<file path="config.mk">
export PLATFORM = sky130hd
export DESIGN_NAME = ctl_word_loader
export DESIGN_NICKNAME = d
export VERILOG_FILES = /design/src/rtl/ctl_loader_pkg.sv /design/src/rtl/ctl_byte_ptr.sv /design/src/rtl/ctl_hold_reg.sv /design/src/rtl/ctl_commit.sv /design/src/rtl/ctl_word_loader.sv
export SDC_FILE = /design/constraint.sdc
export NUM_CORES = 1
export LEC_CHECK = 0
export BUFFER_PORTS_ARGS = -buffer_cell sky130_fd_sc_hd__buf_2
export CAP_MARGIN = 20
export CORE_ASPECT_RATIO = 0.7
export CORE_UTILIZATION = 40
export DETAILED_ROUTE_END_ITERATION = 8
export PLACE_DENSITY = 0.65
export SLEW_MARGIN = 20
export SYNTH_ARGS = -nofsm -noshare
export SYNTH_HDL_FRONTEND = slang
export SYNTH_SLANG_ARGS = --single-unit
</file>
<file path="constraint.sdc">
create_clock -name clk -period 3.3 [get_ports clk]
set_input_delay 0.165 -clock clk [delete_from_list [all_inputs] [get_ports clk]]
set_output_delay 0.165 -clock clk [all_outputs]
set_load 0.01 [all_outputs]
</file>
<file path="src/rtl/ctl_loader_pkg.sv">
package ctl_loader_pkg;

  localparam int unsigned CTRL_W = 2;
  localparam logic [CTRL_W-1:0] SERIAL_KEY = 2'b11;

  typedef enum logic [1:0] {
    CMT_NONE   = 2'd0,
    CMT_APPLY  = 2'd1,
    CMT_SERIAL = 2'd2,
    CMT_REJECT = 2'd3
  } commit_kind_e;

endpackage

</file>
<file path="src/rtl/ctl_byte_ptr.sv">
module ctl_byte_ptr #(
  parameter int unsigned NUM_BYTES = 5,
  parameter int unsigned PTR_W     = 3
) (
  input  logic             clk,
  input  logic             rst_n,
  input  logic             restart,
  input  logic             step,
  output logic [PTR_W-1:0] ptr,
  output logic             full
);

  localparam logic [PTR_W-1:0] LAST = PTR_W'(NUM_BYTES);

  assign full = (ptr == LAST);

  always_ff @(posedge clk or negedge rst_n) begin
    if (!rst_n) begin
      ptr <= '0;
    end else if (restart) begin
      ptr <= '0;
    end else if (step && !full) begin
      ptr <= ptr + PTR_W'(1);
    end
  end

endmodule

</file>
<file path="src/rtl/ctl_hold_reg.sv">
module ctl_hold_reg #(
  parameter int unsigned FRAME_W   = 40,
  parameter int unsigned BYTE_W    = 8,
  parameter int unsigned NUM_BYTES = 5,
  parameter int unsigned PTR_W     = 3
) (
  input  logic               clk,
  input  logic               rst_n,
  input  logic               par_wr,
  input  logic               ser_shift,
  input  logic [PTR_W-1:0]   ptr,
  input  logic [BYTE_W-1:0]  din,
  output logic [FRAME_W-1:0] hold
);

  // Slot k occupies the bits just below slot k-1, starting at the top.
  function automatic int unsigned slot_lsb(input int unsigned k);
    return FRAME_W - (k + 1) * BYTE_W;
  endfunction

  logic [FRAME_W-1:0] shifted;
  logic [FRAME_W-1:0] hold_nxt;

  assign shifted = {din[BYTE_W-1], hold[FRAME_W-1:1]};

  for (genvar k = 0; k < NUM_BYTES; k++) begin : g_slot
    logic slot_sel;
    assign slot_sel = par_wr && (ptr == PTR_W'(k));
    assign hold_nxt[slot_lsb(k) +: BYTE_W] =
      ser_shift ? shifted[slot_lsb(k) +: BYTE_W] :
      slot_sel  ? din :
                  hold[slot_lsb(k) +: BYTE_W];
  end

  always_ff @(posedge clk or negedge rst_n) begin
    if (!rst_n) begin
      hold <= '0;
    end else begin
      hold <= hold_nxt;
    end
  end

endmodule

</file>
<file path="src/rtl/ctl_commit.sv">
module ctl_commit
  import ctl_loader_pkg::*;
#(
  parameter int unsigned TUNE_W  = 32,
  parameter int unsigned PHASE_W = 5,
  parameter int unsigned FRAME_W = 40
) (
  input  logic               clk,
  input  logic               rst_n,
  input  logic               clr,
  input  logic               commit,
  input  logic [FRAME_W-1:0] hold,
  output logic [TUNE_W-1:0]  tune_word,
  output logic [PHASE_W-1:0] phase_word,
  output logic               pwr_down,
  output logic               serial_mode,
  output logic               rsvd_err,
  output commit_kind_e       kind
);

  function automatic logic [TUNE_W-1:0] f_tune(input logic [FRAME_W-1:0] f);
    return f[TUNE_W-1:0];
  endfunction

  function automatic logic [CTRL_W-1:0] f_ctrl(input logic [FRAME_W-1:0] f);
    return f[TUNE_W +: CTRL_W];
  endfunction

  function automatic logic f_pd(input logic [FRAME_W-1:0] f);
    return f[TUNE_W + CTRL_W];
  endfunction

  function automatic logic [PHASE_W-1:0] f_phase(input logic [FRAME_W-1:0] f);
    return f[TUNE_W + CTRL_W + 1 +: PHASE_W];
  endfunction

  function automatic commit_kind_e classify(input logic [FRAME_W-1:0] f,
                                            input logic in_serial);
    if (f_ctrl(f) == '0) begin
      return CMT_APPLY;
    end else if (!in_serial && f_ctrl(f) == SERIAL_KEY && !f_pd(f)) begin
      return CMT_SERIAL;
    end else begin
      return CMT_REJECT;
    end
  endfunction

  assign kind = commit ? classify(hold, serial_mode) : CMT_NONE;

  always_ff @(posedge clk or negedge rst_n) begin
    if (!rst_n) begin
      tune_word   <= '0;
      phase_word  <= '0;
      pwr_down    <= 1'b0;
      serial_mode <= 1'b0;
      rsvd_err    <= 1'b0;
    end else if (clr) begin
      tune_word   <= '0;
      phase_word  <= '0;
      pwr_down    <= 1'b0;
      serial_mode <= 1'b0;
      rsvd_err    <= 1'b0;
    end else begin
      unique case (kind)
        CMT_APPLY: begin
          tune_word  <= f_tune(hold);
          phase_word <= f_phase(hold);
          pwr_down   <= f_pd(hold);
        end
        CMT_SERIAL: serial_mode <= 1'b1;
        CMT_REJECT: rsvd_err    <= 1'b1;
        default: ;
      endcase
    end
  end

endmodule

</file>
<file path="src/rtl/ctl_word_loader.sv">
module ctl_word_loader
  import ctl_loader_pkg::*;
#(
  parameter int unsigned TUNE_W  = 32,
  parameter int unsigned PHASE_W = 5,
  parameter int unsigned BYTE_W  = 8
) (
  input  logic               clk,
  input  logic               rst_n,
  input  logic               master_clr,
  input  logic               wclk_evt,
  input  logic               upd_evt,
  input  logic [BYTE_W-1:0]  bus_data,
  output logic [TUNE_W-1:0]  tune_word,
  output logic [PHASE_W-1:0] phase_word,
  output logic               pwr_down,
  output logic               serial_mode,
  output logic               rsvd_err
);

  localparam int unsigned FRAME_W   = TUNE_W + PHASE_W + 1 + CTRL_W;
  localparam int unsigned NUM_BYTES = FRAME_W / BYTE_W;
  localparam int unsigned PTR_W     = $clog2(NUM_BYTES + 1);

  // Named internal events, also observed by the bound checker.
  logic               wr_accept;
  logic               par_wr;
  logic               ser_shift;
  logic               commit;
  logic               ptr_restart;
  logic               ptr_full;
  logic [PTR_W-1:0]   ptr;
  logic [FRAME_W-1:0] hold;
  commit_kind_e       kind;
  logic               commit_reject;

  assign commit      = upd_evt && !master_clr;
  assign wr_accept   = wclk_evt && !upd_evt && !master_clr;
  assign par_wr      = wr_accept && !serial_mode && !ptr_full;
  assign ser_shift   = wr_accept && serial_mode;
  assign ptr_restart = master_clr || upd_evt;

  ctl_byte_ptr #(
    .NUM_BYTES (NUM_BYTES),
    .PTR_W     (PTR_W)
  ) ptr_i (
    .clk     (clk),
    .rst_n   (rst_n),
    .restart (ptr_restart),
    .step    (par_wr),
    .ptr     (ptr),
    .full    (ptr_full)
  );

  ctl_hold_reg #(
    .FRAME_W   (FRAME_W),
    .BYTE_W    (BYTE_W),
    .NUM_BYTES (NUM_BYTES),
    .PTR_W     (PTR_W)
  ) hold_i (
    .clk       (clk),
    .rst_n     (rst_n),
    .par_wr    (par_wr),
    .ser_shift (ser_shift),
    .ptr       (ptr),
    .din       (bus_data),
    .hold      (hold)
  );

  ctl_commit #(
    .TUNE_W  (TUNE_W),
    .PHASE_W (PHASE_W),
    .FRAME_W (FRAME_W)
  ) commit_i (
    .clk         (clk),
    .rst_n       (rst_n),
    .clr         (master_clr),
    .commit      (commit),
    .hold        (hold),
    .tune_word   (tune_word),
    .phase_word  (phase_word),
    .pwr_down    (pwr_down),
    .serial_mode (serial_mode),
    .rsvd_err    (rsvd_err),
    .kind        (kind)
  );

  assign commit_reject = (kind == CMT_REJECT);

endmodule

</file>
# Word level (Yosys, flattened, before mapping)
# Index checks and enable logic that the tools add are counted.
# word_totals
reg_bits,83
latch_bits,0
ram_bits,0
rom_bits,0
inputBits,13
output_inout_bits,40
wordCells,77
mem_count,0
# op_classes
add_sub_neg,1
n_mul,0
n_div,0
order_cmp,0
n_eq_ne,9
shift,0
muxes,25
bitwise_logic,0
reduce_logical,31
# op_table
operator,count
8-bit 2-to-1 mux,10
32-bit 2-to-1 mux,2
2-bit nonzero test,9
1-bit logical AND,14
5-bit 2-to-1 mux,2
1-bit 2-to-1 mux,7
"2-bit equality test, second input constant",3
"3-bit by 2-bit equality test with 1-bit output, second input constant",2
"3-bit equality test, second input constant",2
3-bit 2-to-1 mux,2
1-bit logical NOT,5
2-bit 2-to-1 mux,2
"3-bit by 1-bit adder with 3-bit output, second input constant",1
"3-bit by 1-bit equality test with 1-bit output, second input constant",1
3-bit logical NOT,1
"2-bit by 1-bit equality test with 1-bit output, second input constant",1
2-bit logical NOT,1
1-bit logical OR,1

# Logic depth before layout (Yosys ltp)
# logic_depth
word_depth,9
depth_mapped,7
depth_no_buf,5

# Modules after synthesis
# A second synthesis with hierarchy kept.
# unflattened
hier_cells,341
area_unflattened_um2,3995.1
# modules_own_cells
mod,instances,cells_per_inst,area_per_inst_um2,seq_area_each_um2
ctl_hold_reg,1,181,1953.1,1001.0
ctl_commit,1,139,1800.5,1001.0
ctl_byte_ptr,1,17,198.9,75.1
ctl_word_loader,1,4,42.5,0.0

# Least setup slack after synthesis
# No wires, ideal clock.
# synth_path
kind,flip-flop to flip-flop
startpoint,reg ptr_i.ptr[2]
endpoint,reg hold_i.hold[10]
t_arrival_ns,1.647
required_ns,3.213
slack_ns,1.566
path_stages_with_launch,8
period_less_slack_ns,1.734
path_cell_list,dfrtp_1 -> clkbuf_1 -> clkinv_1 -> ha_1 -> a21boi_1 -> and2_1 -> buf_2 -> o211ai_1
# synth_via
elab_chain_cells,5
elab_cells_between_ends,6
classes_between,2 x eq/ne; 4 x reduce/logical
# synth_rtl
item,line_no,text
start: declaration,ctl_byte_ptr.sv:9,"output logic [PTR_W-1:0] ptr,"
start signal: assignment,ctl_byte_ptr.sv:23,ptr <= ptr + PTR_W'(1);
3-bit equality test,ctl_byte_ptr.sv:15,assign full = (ptr == LAST);
1-bit logical NOT,ctl_word_loader.sv:39,assign par_wr = wr_accept && !serial_mode && !ptr_full;
1-bit logical AND,ctl_word_loader.sv:39,
1-bit logical AND *,ctl_hold_reg.sv:28,assign slot_sel = par_wr && (ptr == PTR_W'(k));
2-bit nonzero test (no source line) *,--,
end signal: assignment,ctl_hold_reg.sv:39,hold <= hold_nxt;
end: declaration,ctl_hold_reg.sv:13,output logic [FRAME_W-1:0] hold
# Every way passes the cells marked *; elsewhere a longest branch is shown, timed or not.
# A chain may end at the register's enable or synchronous reset.

# Worst setup path after layout
# layout_path
startpoint,reg commit_i.serial_mode
endpoint,reg hold_i.hold[32]
# layout_via
elab_chain_cells,5
elab_cells_between_ends,7
classes_between,1 x mux; 6 x reduce/logical
# layout_rtl
item,line_no,text
start: declaration,ctl_commit.sv:16,"output logic serial_mode,"
start signal: assignment,ctl_commit.sv:55,serial_mode <= 1'b0;
start signal: assignment,ctl_commit.sv:61,serial_mode <= 1'b0;
start signal: assignment,ctl_commit.sv:70,CMT_SERIAL: serial_mode <= 1'b1;
1-bit logical NOT,ctl_word_loader.sv:39,
1-bit logical AND (2 in a row),ctl_word_loader.sv:39,
1-bit logical AND,ctl_hold_reg.sv:28,
2-bit nonzero test (no source line),--,
# Parallel ways exist; a longest one is shown, timed or not.

==> run metrics <==
share of the synthesized area in the top cell type=51.6%; std cell rows=30; syn nets=413; number of nets in the layout=455; Filler cells=896; PortBufs=52; routed wire length=8770 um; r2r startpoint=commit_i.serial_mode; Die Wd=122 um; routing usage on met3=4.85%; GRT busiest layer=met1; FMAX=0.486 GHz; dpl hpwl=5860 um; Worst Path Arrival=2.28 ns; slew margin rel.=49.1%; Die ar.=10,500 um^2; GR Overflow Total=0; total global-route track usage=18.5%; antenna-violating nets left=0; Worst Path Buf+Inv=1; die height=85.9 um; Syn Inst Count=395; required time worst endpoint=3.52 ns; Power per Cell Area=589 nW/um^2; final core utilization=48.8%; CTS Buf Count=9; leading post-synthesis cells by cell area=dfrtp_1 52%, nand2_1 6.4%, nand2b_1 6.2%; setup_tns=0 ns; vias per inst=5.21; # IOs=53; Initial Util=41.4%; fin crit period=2.06 ns; Residual DRC=0; Yosys cell types=41; measured slew at the worst slew-check pin=0.764 ns; Clock Path Buffers=2; Initial DRT Pass Iterations=4; Setup Skew=0.00441 ns; CP Launch Point=commit_i.serial_mode; CTS tree=done; CTS clk-pin slew, worst paths=0.06 ns; max-cap violations=0; DP Area=4350 um^2; most common cell after layout, fill and taps aside=dfrtp_1; Max VDD drop=0.266 mV; Yosys warnings=0; met2 Use GR=26.2%; first-pass GRT wire length=14,800 um; Overall Power=2790 uW; Worst setup EP type=flop; hold crit path type=input port to flop; routed vias=2,971; cell family with most CP delay=flip-flops; leakage=0.00213 uW; status=completed; CTS root buf=clkbuf_16; Max stage delay on crit path=0.66 ns; critical path launch point type=flop; critical path class=flop to flop; pin count of the biggest net entering global routing=84; Seq/Total Area, Yosys=51.6%; share of flip-flops with an asynchronous set or reset=100%; HP Start=master_clr; Post-synth EDFFs=0; most frequent cells in the layout=83 x dfrtp_1, 69 x nand2_1, 51 x buf_2; Max Slew Vio Count=0; Crit Path Max Fanout=25; Fin. Hold Viols=0; cells along the critical path=nor4bb_4 > buf_4 > mux2_2 > mux2_1; gpl congestion=0.763; initial antenna violation count=0; H-tree depth=3; final worst-path cycle share=62.4%; Synth area leader=dfrtp_1; final setup vio count=0; vias in the first global route=2,891; layout cell share with drive strength beyond 1=22.2%; number of clock sinks=83; Antenna Cells=0; Core ar.=9720 um^2; worst skew pair latency=0.34 ns; M1 GR Usage=27.5%; fin area=4740 um^2; post-synthesis register bit count=83; unrepaired setup endpoints after global routing=false; Mapped Avg Cell Area=10.2 um^2; drt initial violations=203; Synth Flop Type=dfrtp_1; wire length per cell=15.4 um; Area Growth Syn to Fin=17.9%; mapped cell area=4020 um^2; critical path's slowest cell=dfrtp_1
==> flip-flops by register name, summed over array words and instances, names as in the netlist <==
signal                flops
commit_i.phase_word       5
commit_i.pwr_down         1
commit_i.rsvd_err         1
commit_i.serial_mode      1
ptr_i.ptr                 3
commit_i.tune_word       32
hold_i.hold              40
==> power by group <==
part	total, uW	internal, uW	switching, uW	leakage, uW
sequential	1250	1150	104	0.00112
clock	1250	837	408	0.000179
combinational	296	134	162	0.000839
total	2790	2120	674	0.00213
==> cell type report <==
type | count | area, um^2 | area share, %
Tap cell | 128 | 160 | 3.38
Clock inverter | 6 | 136 | 2.88
Multi-Input combinational cell | 277 | 1780 | 37.5
Timing Repair Buffer | 60 | 329 | 6.94
Inverter | 6 | 22.5 | 0.475
Clock buffer | 10 | 239 | 5.04
Sequential cell | 83 | 2080 | 43.8
==> worst register-to-register path, delay by kind of cell, from the launching register on <==
kind	cells	cell delay, ns
AND/OR/NAND/NOR	1	0.30
multiplexers	2	0.65
buffers and inverters	1	0.33
flip-flops	1	0.66
==> kinds of logic (layout without fill, tap and decap cells) <==
family	Yosys count	after routing	share of synthesized area, %
DFF	83	83	51.6
adders and majority gates	5	5	1.56
buffers and inverters	35	82	4.57
muxes	32	32	9.02
AOI/OAI and AO/OA	88	88	13.2
and+or+nand+nor	152	152	20.1
==> cells in the mapped netlist (7+ instances only) <==
| cell type | number |
|---|---|
| dfrtp_1 | 83 |
| nand2_1 | 69 |
| o21ai_0 | 45 |
| nand2b_1 | 40 |
| o211ai_1 | 15 |
| mux2_1 | 14 |
| clkbuf_1 | 13 |
| mux2_2 | 12 |
| a21oi_1 | 10 |
| buf_2 | 9 |
| nor2_1 | 9 |
| nand3_1 | 8 |
| nand4_1 | 8 |
| a31oi_1 | 7 |
==> metrics by stage <==
stage	hold slack (ns)	setup WS [ns]	std cells
floorplan	-0.131	1.57	395
global placement	0.407	1.30	553
detailed placement	0.436	1.25	553
CTS	0.0644	1.24	569
global route	0.174	1.13	570
finish	0.175	1.24	570
==> layer usage <==
metal,routed length [um],part of all wire [%],vias to the layer above
li1,-,-,1445
met1,4520,51,1443
met2,3710,42,72
met3,450,5.1,11
met4,96,1.1,0
met5,0,0,-
==> what timing repair did <==
action                                 CTS  global route
hold buffers                             0             1
endpoints found under the hold margin    0            83
gates resized for setup                  0             0
setup endpoints to repair                0             0
setup buffers                            0             0
==> worst paths after layout <==
kind                                          end  slack, ns  cells past startpoint
max in group asynchronous         hold_i.hold[33]       2.33                      2
min                          commit_i.serial_mode       0.18                      2
min in group asynchronous  commit_i.phase_word[2]       0.42                      2
min reg2reg                 commit_i.tune_word[0]       0.49                      2
max reg2reg                       hold_i.hold[32]       1.24                      4
max                               hold_i.hold[32]       1.24                      4
Power figures use the tool's default switching activity.
